`config.mk`:
```
export PLATFORM = sky130hd
export DESIGN_NAME = intr_latch_bank
export DESIGN_NICKNAME = d
export VERILOG_FILES = /design/src/rtl/ilb_pkg.sv /design/src/rtl/ilb_sync.sv /design/src/rtl/ilb_edge_cell.sv /design/src/rtl/ilb_latch_cell.sv /design/src/rtl/ilb_wr_clear.sv /design/src/rtl/intr_latch_bank.sv
export SDC_FILE = /design/constraint.sdc
export NUM_CORES = 1
export LEC_CHECK = 0
export CAP_MARGIN = 20
export CORE_UTILIZATION = 40
export DETAILED_ROUTE_END_ITERATION = 16
export GPL_TIMING_DRIVEN = 0
export PLACE_DENSITY = 0.75
export SKIP_LAST_GASP = 1
export SYNTH_ARGS = -nofsm -noshare
export SYNTH_HDL_FRONTEND = slang
export SYNTH_HIERARCHICAL = 1
export SYNTH_SLANG_ARGS = --single-unit
```
`constraint.sdc`:
```
create_clock -name clk -period 1.15 [get_ports clk]
set_clock_uncertainty 0.05 [all_clocks]
set_input_delay 0.115 -clock clk [delete_from_list [all_inputs] [get_ports clk]]
set_output_delay 0.115 -clock clk [all_outputs]
set_load 0.01 [all_outputs]
```
`src/rtl/ilb_pkg.sv`:
```
package ilb_pkg;
  parameter int unsigned ILB_CH = 5;

  // level seen by the falling-edge detector
  function automatic logic sense_level(input logic pin, input logic pol);
    return pin ^ pol;
  endfunction

  // active-low masked request
  function automatic logic req_level_n(input logic latched, input logic enable);
    return !(latched && enable);
  endfunction
endpackage

```
`src/rtl/ilb_sync.sv`:
```
module ilb_sync #(
  parameter int unsigned WIDTH  = 5,
  parameter int unsigned STAGES = 2
) (
  input  logic             clk,
  input  logic             rst,
  input  logic [WIDTH-1:0] d,
  output logic [WIDTH-1:0] q
);
  logic [WIDTH-1:0] chain [STAGES];

  always_ff @(posedge clk) begin
    if (rst) chain[0] <= '0;
    else     chain[0] <= d;
  end

  for (genvar s = 1; s < STAGES; s++) begin : g_stage
    always_ff @(posedge clk) begin
      if (rst) chain[s] <= '0;
      else     chain[s] <= chain[s-1];
    end
  end

  assign q = chain[STAGES-1];
endmodule

```
`src/rtl/ilb_edge_cell.sv`:
```
module ilb_edge_cell
  import ilb_pkg::*;
(
  input  logic clk,
  input  logic rst,
  input  logic enable,
  input  logic pin_s,
  input  logic pol,
  output logic pulse
);
  logic lvl;
  logic lvl_q;

  assign lvl = sense_level(pin_s, pol);

  always_ff @(posedge clk) begin
    if (rst) lvl_q <= 1'b0;
    else     lvl_q <= lvl;
  end

  assign pulse = enable && lvl_q && !lvl;

  // an edge pulse never lasts two clocks
  assert_pulse_single_R6: assert property (@(posedge clk) disable iff (rst)
    pulse |=> !pulse);
endmodule

```
`src/rtl/ilb_latch_cell.sv`:
```
module ilb_latch_cell (
  input  logic clk,
  input  logic rst,
  input  logic enable,
  input  logic set_ev,
  input  logic clr_wr,
  input  logic clr_push,
  output logic q
);
  logic q_next;

  always_comb begin
    q_next = q;
    if (!enable)                q_next = 1'b0;
    else if (set_ev)            q_next = 1'b1;
    else if (clr_wr || clr_push) q_next = 1'b0;
  end

  always_ff @(posedge clk) begin
    if (rst) q <= 1'b0;
    else     q <= q_next;
  end

  // set wins over a same-cycle clear
  assert_set_wins_R9: assert property (@(posedge clk) disable iff (rst)
    (enable && set_ev) |=> q);
  // mode 0 empties the latch
  assert_mode0_clear_R11: assert property (@(posedge clk) disable iff (rst)
    !enable |=> !q);
  // write clear takes effect when no set competes
  assert_write_clear_R7: assert property (@(posedge clk) disable iff (rst)
    (clr_wr && !set_ev) |=> !q);
  // push clear takes effect when no set competes
  assert_push_clear_R8: assert property (@(posedge clk) disable iff (rst)
    (clr_push && !set_ev) |=> !q);
endmodule

```
`src/rtl/ilb_wr_clear.sv`:
```
module ilb_wr_clear #(
  parameter int unsigned WIDTH = 5
) (
  input  logic             clk,
  input  logic             rst,
  input  logic             wr,
  input  logic [WIDTH-1:0] wdata,
  output logic [WIDTH-1:0] data_q,
  output logic [WIDTH-1:0] clr
);
  logic             wr_q;
  logic [WIDTH-1:0] cap_q;
  logic             wr_fall;

  always_ff @(posedge clk) begin
    if (rst) begin
      wr_q   <= 1'b0;
      cap_q  <= '0;
      data_q <= '0;
    end else begin
      wr_q <= wr;
      if (wr) begin
        cap_q  <= wdata;
        data_q <= wdata;
      end
    end
  end

  assign wr_fall = wr_q && !wr;
  assign clr     = wr_fall ? ~cap_q : '0;

  // the clear vector is a single-cycle event
  assert_clear_single_R7: assert property (@(posedge clk) disable iff (rst)
    (clr != '0) |=> (clr == '0));
endmodule

```
`src/rtl/intr_latch_bank.sv`:
```
module intr_latch_bank
  import ilb_pkg::*;
#(
  parameter int unsigned CH          = ILB_CH,
  parameter int unsigned SYNC_STAGES = 2,
  parameter int unsigned POL_BASE    = 3
) (
  input  logic                   clk,
  input  logic                   rst,
  input  logic                   mode_irq,
  input  logic [CH-1:0]          pin_in,
  input  logic [CH-POL_BASE-1:0] pol_sel,
  input  logic                   dir_wr,
  input  logic [CH-1:0]          dir_data,
  input  logic                   dat_wr,
  input  logic [CH-1:0]          dat_data,
  input  logic                   push_n,
  input  logic [CH-1:0]          ack,
  output logic [CH-1:0]          rd_data,
  output logic [CH-1:0]          req_n,
  output logic                   edge3_pulse,
  output logic                   edge4_pulse,
  output logic [CH-1:0]          pad_oe,
  output logic [CH-1:0]          pad_out
);
  localparam int unsigned POL_W = CH - POL_BASE;

  logic [CH-1:0]    pin_s;
  logic [POL_W-1:0] pol_q;
  logic [CH-1:0]    pol_vec;
  logic [CH-1:0]    edge_ev;
  logic [CH-1:0]    latch_q;
  logic [CH-1:0]    clr_wr;
  logic [CH-1:0]    clr_push;
  logic [CH-1:0]    dir_q;
  logic [CH-1:0]    rd_mux;

  ilb_sync #(.WIDTH(CH), .STAGES(SYNC_STAGES)) u_sync (
    .clk(clk), .rst(rst), .d(pin_in), .q(pin_s)
  );

  always_ff @(posedge clk) begin
    if (rst) begin
      pol_q <= '0;
      dir_q <= '0;
    end else begin
      pol_q <= pol_sel;
      if (dir_wr) dir_q <= dir_data;
    end
  end

  ilb_wr_clear #(.WIDTH(CH)) u_wr (
    .clk(clk), .rst(rst), .wr(dat_wr), .wdata(dat_data),
    .data_q(pad_out), .clr(clr_wr)
  );

  assign rd_mux = mode_irq ? latch_q : pin_s;

  for (genvar i = 0; i < CH; i++) begin : g_ch
    if (i < POL_BASE) begin : g_fixed
      assign pol_vec[i] = 1'b0;
    end else begin : g_prog
      assign pol_vec[i] = pol_q[i-POL_BASE];
    end

    ilb_edge_cell u_edge (
      .clk(clk), .rst(rst), .enable(mode_irq),
      .pin_s(pin_s[i]), .pol(pol_vec[i]), .pulse(edge_ev[i])
    );

    assign clr_push[i] = !push_n && (ack[i] != rd_mux[i]);

    ilb_latch_cell u_latch (
      .clk(clk), .rst(rst), .enable(mode_irq), .set_ev(edge_ev[i]),
      .clr_wr(clr_wr[i]), .clr_push(clr_push[i]), .q(latch_q[i])
    );

    assign req_n[i] = req_level_n(latch_q[i], dir_q[i]);
  end

  assign rd_data     = rd_mux;
  assign edge3_pulse = edge_ev[POL_BASE];
  assign edge4_pulse = edge_ev[POL_BASE+1];
  assign pad_oe      = mode_irq ? '0 : dir_q;

  // no request can be pending one clock after plain I/O mode
  assert_req_idle_mode0_R10: assert property (@(posedge clk) disable iff (rst)
    !mode_irq |=> (&req_n));
  // no edge pulse while in plain I/O mode
  assert_no_edge_mode0_R2: assert property (@(posedge clk) disable iff (rst)
    !mode_irq |-> (edge_ev == '0));
  // drivers never enabled in interrupt mode
  assert_pads_off_R12: assert property (@(posedge clk) disable iff (rst)
    mode_irq |-> (pad_oe == '0));
endmodule

```
## After elaboration in Yosys (flattened, before gate mapping)

Memory sizes are Yosys's and may differ from the RTL's.
Index checks and enable logic that the tools add are counted.

- Eq/ne operators: 5
- Muxes and demuxes: 18
- Bitwise gates (word level): 6
- Reduce and logical (&&, ||, !) cells: 44

Operator list:

| cell | count |
|---|---|
| 5-bit 2-to-1 mux | 5 |
| 1-bit logical AND | 21 |
| 1-bit 2-to-1 mux | 13 |
| 1-bit logical NOT | 12 |
| 2-bit nonzero test | 5 |
| 1-bit logical OR | 5 |
| 1-bit inequality test | 5 |
| 5-bit inverter | 1 |
| 1-bit OR | 2 |
| 2-bit OR reduction | 1 |
| 1-bit XOR | 2 |
| 1-bit inverter | 1 |

- Bits in registers: 23
- Bits in writable memories: 10
- Bits of input ports: 28
- Output and inout bits: 22
- Word-level logic and storage cells: 88
- Memories: 1

Memory list:

| memory | words | width | rd ports | clocked after memory_dff | wr ports | RTL line | RTL |
|---|---|---|---|---|---|---|---|
| u_sync.chain | 2 | 5 | 2 | 0 | 2 | ilb_sync.sv:10 | `logic [WIDTH-1:0] chain [STAGES];` |

## Longest topological paths before layout

Gate-level depths: netlist (run 1).
An unclocked memory read counts as a cell.

- Depth after elaboration: 7
- Depth in mapped cells: 5

## Cells and area by module

The synthesis (run 1) kept the hierarchy.

Modules (own cells, without submodules):

| module | instances | cells each | area each (um^2) | seq. area each (um^2) |
|---|---|---|---|---|
| intr_latch_bank | 1 | 53 | 506.7 | 140.1 |
| ilb_sync | 1 | 20 | 262.8 | 200.2 |
| ilb_wr_clear | 1 | 24 | 239.0 | 120.1 |
| ilb_latch_cell | 5 | 4 | 46.3 | 20.0 |
| ilb_edge_cell | 5 | 4 | 38.8 | 20.0 |

## Worst setup path before layout (run 1)

Ideal clock, no wire load.

- Kind: register to register
- Start: memory u_sync.chain[1][0]
- End: register g_ch[0].u_latch.q
- Library setup time: 0.058 ns
- Arrival time: 1.182 ns
- Required time: 1.042 ns
- Path slack: -0.140 ns
- Cell stages (with the launch flop): 5
- Path buffers: 0
- Cells stage by stage: dfxtp_1 -> mux2_4 -> mux2_4 -> nor3b_2 -> o211a_1

RTL lines:

| item | RTL line | RTL |
|---|---|---|
| start: declaration | ilb_sync.sv:10 |  |
| end signal: assignment | ilb_latch_cell.sv:21 | `else q <= q_next;` |
| end: declaration | ilb_latch_cell.sv:8 | `output logic q` |

==> impl_metrics.tcl, run 1 <==
set metrics [dict create \
    fmax_ghz 0.744 \
    dr_total_vias 1125 \
    crit_chain "mux2_4 -> mux2_4 -> nor3b_2 -> o211a_1" \
    final_nets 233 \
    hold_violations 0 \
    setup.worst_path.end_class "flop" \
    avgRoutedWirePerCell_um 12.1 \
    die_y_um 61.9 \
    r2r-start "u_sync/chain[1][3]$_SDFF_PP0_" \
    failed_checks "negative setup slack" \
    clk_latency_ps 330 \
    initial_core_util 0.423 \
    design_area_mm2 0.00218 \
    status "finished with violations" \
    floorplan.rows 21 \
    finalSetupViolations 13 \
    cts_tree "done" \
    core_area_mm2 0.00339 \
    synth_area_leaders "dfxtp_1, mux2_4, nor2b_1" \
    power_per_cell_area_mw_per_mm2 1080 \
    wirelength_um 3040 \
    avgSynthCellArea_um2 10.5 \
    hp-start "dat_wr" \
    cp.required_ps 1380 \
    arrival_ps 1580 \
    grt_pass1_wl_um 4650 \
    critPathTopFamily "multiplexers" \
    startpoint "u_sync/chain[1][3]$_SDFF_PP0_" \
    slowest_delay_ps 350 \
    netlist.area_leader.share 0.461 \
    critPathBufInv 0 \
    antennaDiodeCount 0 \
    path_common_cell "mux2_4" \
    path_class "flop to flop" \
    slowest_stage "dfxtp_2" \
    clockBufferDepth 2 \
    die-width_um 61.9 \
    maxCapViolCount 0 \
    grt_start_max_net_pins 34 \
    dr.pass1.iters 4 \
    overflow 0 \
    maxSlewViolCount 0 \
    syn_to_final_growth_pct 52.0 \
    drc_errors 0 \
    synth_seq_cells 33 \
    gp_congestion 0.711 \
    fin_ws_ps -195 \
    finalCritPeriodShare 1.17 \
    placed_area_mm2 0.00196 \
    ys_warn_count 6 \
    ir_worst_vdd_mv 0.713 \
    min_period_ps 1340 \
    ys_seq_area_frac 0.461 \
    synth_area_leader_cell "dfxtp_1" \
    rsz0062_at_grt "true" \
    leakage_nw 1.07 \
    drive_above_1_share 0.427 \
    cts_max_level 2 \
    ios 50 \
    total_power_mw 2.36 \
    netlist_instances 137 \
    synth_cell_type_count 17 \
    grt_pass1_vias 1055 \
    crit_path_start_kind "flop" \
    die_area_mm2 0.00383 \
    path_max_fanout 2 \
    antenna_found_initial 0 \
    io_buffer_count 46 \
    cts.clk_slew.worst_paths_ps 100 \
    drt_iter0_drc 21 \
    clkSinkCount 33 \
    routed_via_density 4.46 \
    dpl.hpwl_um 2120 \
    hp-class "primary input to flop" \
    antenna_left 0 \
    cts_buffers 5 \
    track_usage 0.172 \
    syn_area_mm2 0.00143 \
    root_buffer "clkbuf_4" \
]
==> state kept, by name, summed over array words and instances, names as in the netlist <==
signal	flops
u_sync/chain	10
pol_q	2
dir_q	5
u_wr/wr_q	1
u_wr/cap_q	5
g_ch.u_edge/lvl_q	5
g_ch.u_latch/q	5
==> cell families after synthesis <==
kind of cell	share of synthesized area
compound gates	0.0349
xor+xnor	0.0305
buf+inv	0.0340
flops	0.461
mux	0.175
other cells	0.00262
simple gates	0.263
==> metal layers <==
| layer | vias to the layer above | GRT usage | wire [um] |
|---|---|---|---|
| met2 | 36 | 0.307 | 1610 |
| met1 | 499 | 0.188 | 1220 |
| li1 | 583 | - | - |
| met3 | 7 | 0.0559 | 160 |
| met5 | - | 0 | 0 |
| met4 | 0 | 0.0667 | 49 |
==> stage by stage <==
stage	hold slack (ps)	TNS, ps	cells	util	setup slack, ps
detailed placement	343	-29350	231	0.578	-941
finish	26.0	-1700	252	0.643	-195
global route	14.0	-2610	252	0.643	-248
CTS	14.1	-1870	252	0.628	-180
floorplan	137	-603	139	-	-121
global placement	337	-28250	231	0.578	-918
==> cell usage after synthesis <==
| master | count |
|---|---|
| dfxtp_1 | 33 |
| mux2i_1 | 10 |
| nor3b_2 | 5 |
| mux2_4 | 10 |
| nand2_1 | 5 |
| buf_6 | 2 |
| and3_1 | 5 |
| nor2_1 | 25 |
| xnor2_1 | 5 |
| nand2b_4 | 1 |
| inv_1 | 5 |
| conb_1 | 1 |
| nor2b_1 | 18 |
| buf_1 | 1 |
| clkbuf_1 | 1 |
| and2b_2 | 5 |
| o211a_1 | 5 |
==> final timing paths <==
check	end	slack [ps]	cells past startpoint
setup / recovery	g_ch[3].u_latch/q$_SDFFE_PP0P_	-190	4
hold / removal	u_wr/cap_q[2]$_SDFFE_PP0P_	30	3
setup reg to reg	g_ch[3].u_latch/q$_SDFFE_PP0P_	-190	4
hold reg to reg	u_sync/chain[1][0]$_SDFF_PP0_	390	1
==> final cells by class <==
class / instances / area [um^2]
Timing Repair Buffer: 59 / 558
Buffer: 4 / 30.0
Clock inverter: 1 / 5.00
Inverter: 5 / 18.8
Tap cell: 46 / 57.6
Clock buffer: 7 / 65.1
Multi-Input combinational cell: 97 / 762
Sequential cell: 33 / 683
Fill cell: 277 / 1210
==> report_power, final <==
| group | switching (mW) | internal, mW |
|---|---|---|
| Sequential | 0.0322 | 1.20 |
| Clock | 0.382 | 0.354 |
| Combinational | 0.145 | 0.244 |
| Total | 0.559 | 1.80 |
==> tightest hold or removal path, delay by kind of cell <==
family | cells | cell delay (ps)
muxes | 1 | 70
buffers and inverters | 1 | 110
and+or+nand+nor | 1 | 70
==> repair_timing <==
item	CTS	global route
pin swaps	4	5
endpoints found under the hold margin	1	0
resized for setup	101	23
setup buffers	12	0
endpoints found under the setup margin	55	28
hold buffers	1	0
==> layout by cell type (no fill, tap or decap), drive strengths merged <==
| cell type | Yosys | final |
|---|---|---|
| nor2b | 18 | 18 |
| nand2 | 5 | 5 |
| dfxtp | 33 | 33 |
| clkbuf | 1 | 11 |
| mux2i | 10 | 10 |
| and3 | 5 | 5 |
| mux2 | 10 | 10 |
| clkdlybuf4s50 | 0 | 22 |
| clkdlybuf4s15 | 0 | 3 |
| inv | 5 | 5 |
| nand2b | 1 | 1 |
| dlygate4sd3 | 0 | 1 |
| xnor2 | 5 | 5 |
| o211a | 5 | 5 |
| nor2 | 25 | 25 |
| clkinv | 0 | 1 |
| buf | 3 | 32 |
| dlygate4sd2 | 0 | 1 |
| conb | 1 | 3 |
| nor3b | 5 | 5 |
| and2b | 5 | 5 |
Note: power is estimated with default switching activity, not from simulation.
==> inputs of run 2 (changes only) <==
CORE_UTILIZATION = 44   (was 40)
PLACE_DENSITY = 0.78   (was 0.75)
clock period = 1.3 ns   (was 1.15 ns; I/O delays follow)
==> impl_metrics.tcl, run 2 (synthesis results as in run 1) <==
set metrics [dict create \
    r2r_slack_ps -100 \
    dr_total_vias 1128 \
    die-width_um 59.1 \
    gp_congestion 0.804 \
    avgRoutedWirePerCell_um 12.5 \
    ir_worst_vdd_mv 0.768 \
    grt_pass1_vias 1054 \
    drive_above_1_share 0.360 \
    share_comb_of_total_power 0.150 \
    path_class "primary input to flop" \
    cts.clk_slew.worst_paths_ps 100 \
    grtUsageMet1 0.200 \
    final_cell_mix "nor2_1, clkdlybuf4s50_1, nor2b_1, dfxtp_1, dfxtp_2" \
    crit_cells 6 \
    ios 50 \
    cts_tree "done" \
    cts_hold_buf 0 \
    worst-slew-pin-transition_ps 557 \
    track_usage 0.191 \
    final_nets 230 \
    cp.required_ps 1530 \
    relSlewSlack 0.629 \
    min_period_ps 1400 \
    regMostFlops "u_sync/chain" \
    seqPwrFrac 0.497 \
    r2r.worst_path.cells 4 \
    clkSinkCount 33 \
    post-route-util 0.691 \
    fillerInstances 237 \
    busiest_layer "met2" \
    rsz0062_at_grt "true" \
    met3_usage 0.0764 \
    clockBufferDepth 2 \
    slowest_delay_ps 320 \
    syn_to_final_growth_pct 48.3 \
    initial_core_util 0.466 \
    io_buffer_count 46 \
    place_ws_ps -838 \
    antenna_found_initial 0 \
    cts_buffers 5 \
    wirelength_um 3080 \
    grt_pass1_wl_um 4800 \
    fmax_ghz 0.713 \
    p_sw_frac 0.238 \
    path_max_fanout 11 \
    hold_violations 0 \
    overflow 0 \
    hp-class "primary input to flop" \
    critPathTopFamily "multiplexers" \
    slowest_stage "mux2_4" \
    finalSetupViolations 8 \
    floorplan.rows 20 \
    power_per_cell_area_mw_per_mm2 1030 \
    core_area_mm2 0.00308 \
    critPathBufInv 2 \
    drt_iter0_drc 25 \
    setup_total_negative_slack_ps -345 \
    maxCapViolCount 0 \
    pwr-share-clk 0.353 \
    path_common_cell "mux2_4" \
    grt_start_max_net_pins 34 \
    crit_path_start_kind "primary input" \
    fin_ws_ps -103 \
    dr.pass1.iters 4 \
    largest_register_ff_count 10 \
    root_buffer "clkbuf_4" \
    maxSlewViolCount 0 \
    antenna_left 0 \
    setup.worst_path.end_class "flop" \
    multi_input_area_um2 757 \
    holdPathStages 2 \
    status "finished with violations" \
    routed_via_density 4.57 \
    p_int_mw 1.68 \
    final_common_cell "nor2_1" \
    antennaDiodeCount 0 \
    drc_errors 0 \
    finalCritPeriodShare 1.08 \
    clk_latency_ps 340 \
    failed_checks "negative setup slack" \
    die_y_um 59.1 \
    crit_chain "clkdlybuf4s15_2 -> buf_6 -> mux2_4 -> mux2_4 -> nor3b_2 -> o211a_1" \
    die_area_mm2 0.00349 \
    cts_max_level 2 \
    dpl.hpwl_um 2190 \
    grt_use_met2 0.346 \
    arrival_ps 1640 \
    leakage_nw 1.03 \
    ff_latch_area_um2 679 \
    power_switching_mw 0.524 \
]
[run 2: metrics by stage]
step	total power, mW	hold WS [ps]	cells	cell area [um^2]
after global routing	2.31	3.21	247	2130
after detailed placement	1.42	362	229	1960
after floorplan	1.26	152	139	1440
after global placement	1.41	356	229	1960
after CTS	2.19	0.919	243	2080
final	2.20	22.6	247	2130
[run 2: final timing paths]
| path | from | end |
|---|---|---|
| setup / recovery | mode_irq | g_ch[3].u_latch/q$_SDFFE_PP0P_ |
| hold reg to reg | u_sync/chain[0][4]$_SDFF_PP0_ | u_sync/chain[1][4]$_SDFF_PP0_ |
| setup reg to reg | u_sync/chain[1][3]$_SDFF_PP0_ | g_ch[3].u_latch/q$_SDFFE_PP0P_ |
| hold / removal | dat_wr | u_wr/wr_q$_SDFF_PP0_ |
[run 2: worst reg2reg max path, cell delays in order (launching register included)]
cell,delay (ps)
dfxtp_2,340
mux2_4,280
mux2_4,310
nor3b_2,200
o211a_1,180
[run 2: metal layers]
layer,vias to the layer above,part of all wire
met5,-,0
met4,0,0.0068
met3,3,0.058
met2,38,0.51
met1,512,0.43
li1,575,-
[run 2: final cells by class]
class,count,area share
multi-input cells,97,0.356
flip-flops and latches,33,0.319
repair buffers,56,0.236
well taps,44,0.0259
clock inverters,3,0.0218
clock buffers,5,0.0176
plain buffers,4,0.0141
inverters,5,0.00882
[run 2: what timing repair did]
action | CTS | global route
buffers inserted | 6 | 3
pin swaps | 9 | 3
gates cloned | 0 | 0
resized for setup | 67 | 15
hold endpoints to repair | 0 | 0
endpoints found under the setup margin | 54 | 19
[run 2: power by group through the flow]
| stage | registers (mW) | logic (mW) | clock network (mW) |
|---|---|---|---|
| after global routing | 1.10 | 0.354 | 0.852 |
| final | 1.09 | 0.331 | 0.776 |
| after detailed placement | 1.11 | 0.311 | 0 |
| after CTS | 1.09 | 0.312 | 0.786 |
| after floorplan | 1.11 | 0.151 | 0 |
| after global placement | 1.11 | 0.302 | 0 |
==> inputs of run 3 (changes only) <==
clock period = 1.4 ns   (was 1.3 ns; I/O delays follow)
==> impl_metrics.tcl, run 3 (synthesis results as in run 1) <==
set metrics [dict create \
    clk_latency_ps 330 \
    cts_buffers 5 \
    drc_errors 0 \
    whs_endpoint "u_wr/wr_q$_SDFF_PP0_" \
    setup.worst_path.end_class "flop" \
    critPathBufInv 0 \
    track_usage 0.189 \
    critPathTopFamily "multiplexers" \
    r2r.worst_path.cells 4 \
    final_common_cell "nor2_1" \
    antennaDiodeCount 0 \
    crit_chain "mux2_4 -> mux2_4 -> nor3b_2 -> o211a_1" \
    grt_pass1_vias 1060 \
    drt_iter0_drc 17 \
    io_buffer_count 46 \
    post-route-util 0.673 \
    wirelength_um 3070 \
    fmax_ghz 0.694 \
    floorplan.rows 20 \
    total_power_mw 2.02 \
    worst-slew-pin-transition_ps 559 \
    fin_ws_ps -40.8 \
    clkSinkCount 33 \
    failed_checks "negative setup slack" \
    fillerInstances 250 \
    finalSetupViolations 1 \
    largest_register_ff_count 10 \
    gp_congestion 0.804 \
    root_buffer "clkbuf_4" \
    maxCapViolCount 0 \
    cp.required_ps 1620 \
    maxSlewViolCount 0 \
    relSlewSlack 0.627 \
    dr_total_vias 1108 \
    dpl.hpwl_um 2190 \
    overflow 0 \
    slowest_stage "dfxtp_1" \
    syn_to_final_growth_pct 44.4 \
    hp-class "primary input to flop" \
    holdPathStages 2 \
    path_max_fanout 2 \
    die_y_um 59.1 \
    hold_violations 0 \
    cts_tree "done" \
    arrival_ps 1660 \
    grt_start_max_net_pins 34 \
    cts.clk_slew.worst_paths_ps 110 \
    initial_core_util 0.466 \
    leakage_nw 1.02 \
    cts_max_level 2 \
    path_class "flop to flop" \
    die_area_mm2 0.00349 \
    finalCritPeriodShare 1.03 \
    regMostFlops "u_sync/chain" \
    clockBufferDepth 2 \
    multi_input_area_um2 757 \
    r2r_slack_ps -40 \
    r2r-start "u_sync/chain[1][3]$_SDFF_PP0_" \
    hp-start "dat_wr" \
    crit_path_start_kind "flop" \
    ios 50 \
    core_area_mm2 0.00308 \
    antenna_left 0 \
    drive_above_1_share 0.298 \
    die-width_um 59.1 \
    dr.pass1.iters 4 \
    antenna_found_initial 0 \
    routed_via_density 4.58 \
    grt_pass1_wl_um 4760 \
    slowest_delay_ps 350 \
    timing.rr.end "g_ch[3].u_latch/q$_SDFFE_PP0P_" \
    ff_latch_area_um2 674 \
    power_per_cell_area_mw_per_mm2 977 \
    final_cell_mix "nor2_1, dfxtp_1, clkdlybuf4s50_1, nor2b_1, dlygate4sd2_1" \
    ir_worst_vdd_mv 0.712 \
    final_nets 225 \
    min_period_ps 1440 \
    place_ws_ps -748 \
    rsz0062_at_grt "true" \
    status "finished with violations" \
    avgRoutedWirePerCell_um 12.7 \
    path_common_cell "mux2_4" \
]
-- run 3: cell types whose count changed in the layout (fill, tap and decap cells not counted) --
cell,before,now
buf_2,2,4
clkdlybuf4s15_2,1,0
dlygate4sd2_1,10,16
buf_6,7,3
clkdlybuf4s15_1,1,0
clkbuf_2,5,3
dfxtp_1,18,22
dfxtp_2,15,11
buf_4,9,4
-- run 3: worst max-delay path by stage --
| stage | start | to | cells past startpoint |
|---|---|---|---|
| after floorplan | u_sync/chain[1][0]$_SDFF_PP0_ | g_ch[0].u_latch/q$_SDFFE_PP0P_ | 4 |
| after global placement | mode_irq | g_ch[1].u_latch/q$_SDFFE_PP0P_ | 6 |
| after detailed placement | mode_irq | g_ch[2].u_latch/q$_SDFFE_PP0P_ | 6 |
| after CTS | u_sync/chain[1][1]$_SDFF_PP0_ | rd_data[1] | 2 |
| after global routing | u_sync/chain[1][3]$_SDFF_PP0_ | g_ch[3].u_latch/q$_SDFFE_PP0P_ | 4 |
| final | u_sync/chain[1][3]$_SDFF_PP0_ | g_ch[3].u_latch/q$_SDFFE_PP0P_ | 4 |
-- run 3: worst register-to-register path: cells and delay by family, from the launching register on --
| kind | cells | cell delay [ps] |
|---|---|---|
| flops | 1 | 350 |
| mux | 2 | 590 |
| compound gates | 1 | 190 |
| simple gates | 1 | 210 |
-- run 3: final cells by class --
cell class,count,area share
Inverter,5,0.00906
Multi-Input combinational cell,97,0.366
Clock inverter,3,0.0224
Timing Repair Buffer,51,0.218
Buffer,4,0.0145
Tap cell,44,0.0266
Sequential cell,33,0.326
Clock buffer,5,0.0181
-- run 3: timing repair --
action	CTS	global route
endpoints found under the setup margin	28	7
hold buffers	0	0
pin swaps	3	2
setup buffers	3	1
resized for setup	47	15
-- run 3: per-layer routing --
metal | track usage | up-vias | part of all wire
li1 | - | 565 | -
met1 | 0.197 | 506 | 0.42
met2 | 0.343 | 37 | 0.52
met3 | 0.0764 | 0 | 0.057
met4 | 0.0612 | 0 | 0
met5 | 0 | - | 0
-- run 3: per-stage QoR --
stage	hold WS (ps)	TNS (ps)	instances	cell area, um^2
after CTS	10.9	-62.9	240	2040
after floorplan	162	0	139	1440
after global routing	20.4	-135	242	2070
final	20.0	-40.8	242	2070
after detailed placement	372	-19520	229	1960
after global placement	366	-18270	229	1960
-- run 3: report_power, final --
part           leakage, nW  internal, mW  switching [mW]
sequential           0.276         0.989          0.0261
clock               0.0414         0.378           0.341
combinational        0.699         0.174           0.115
total                 1.02          1.54           0.482
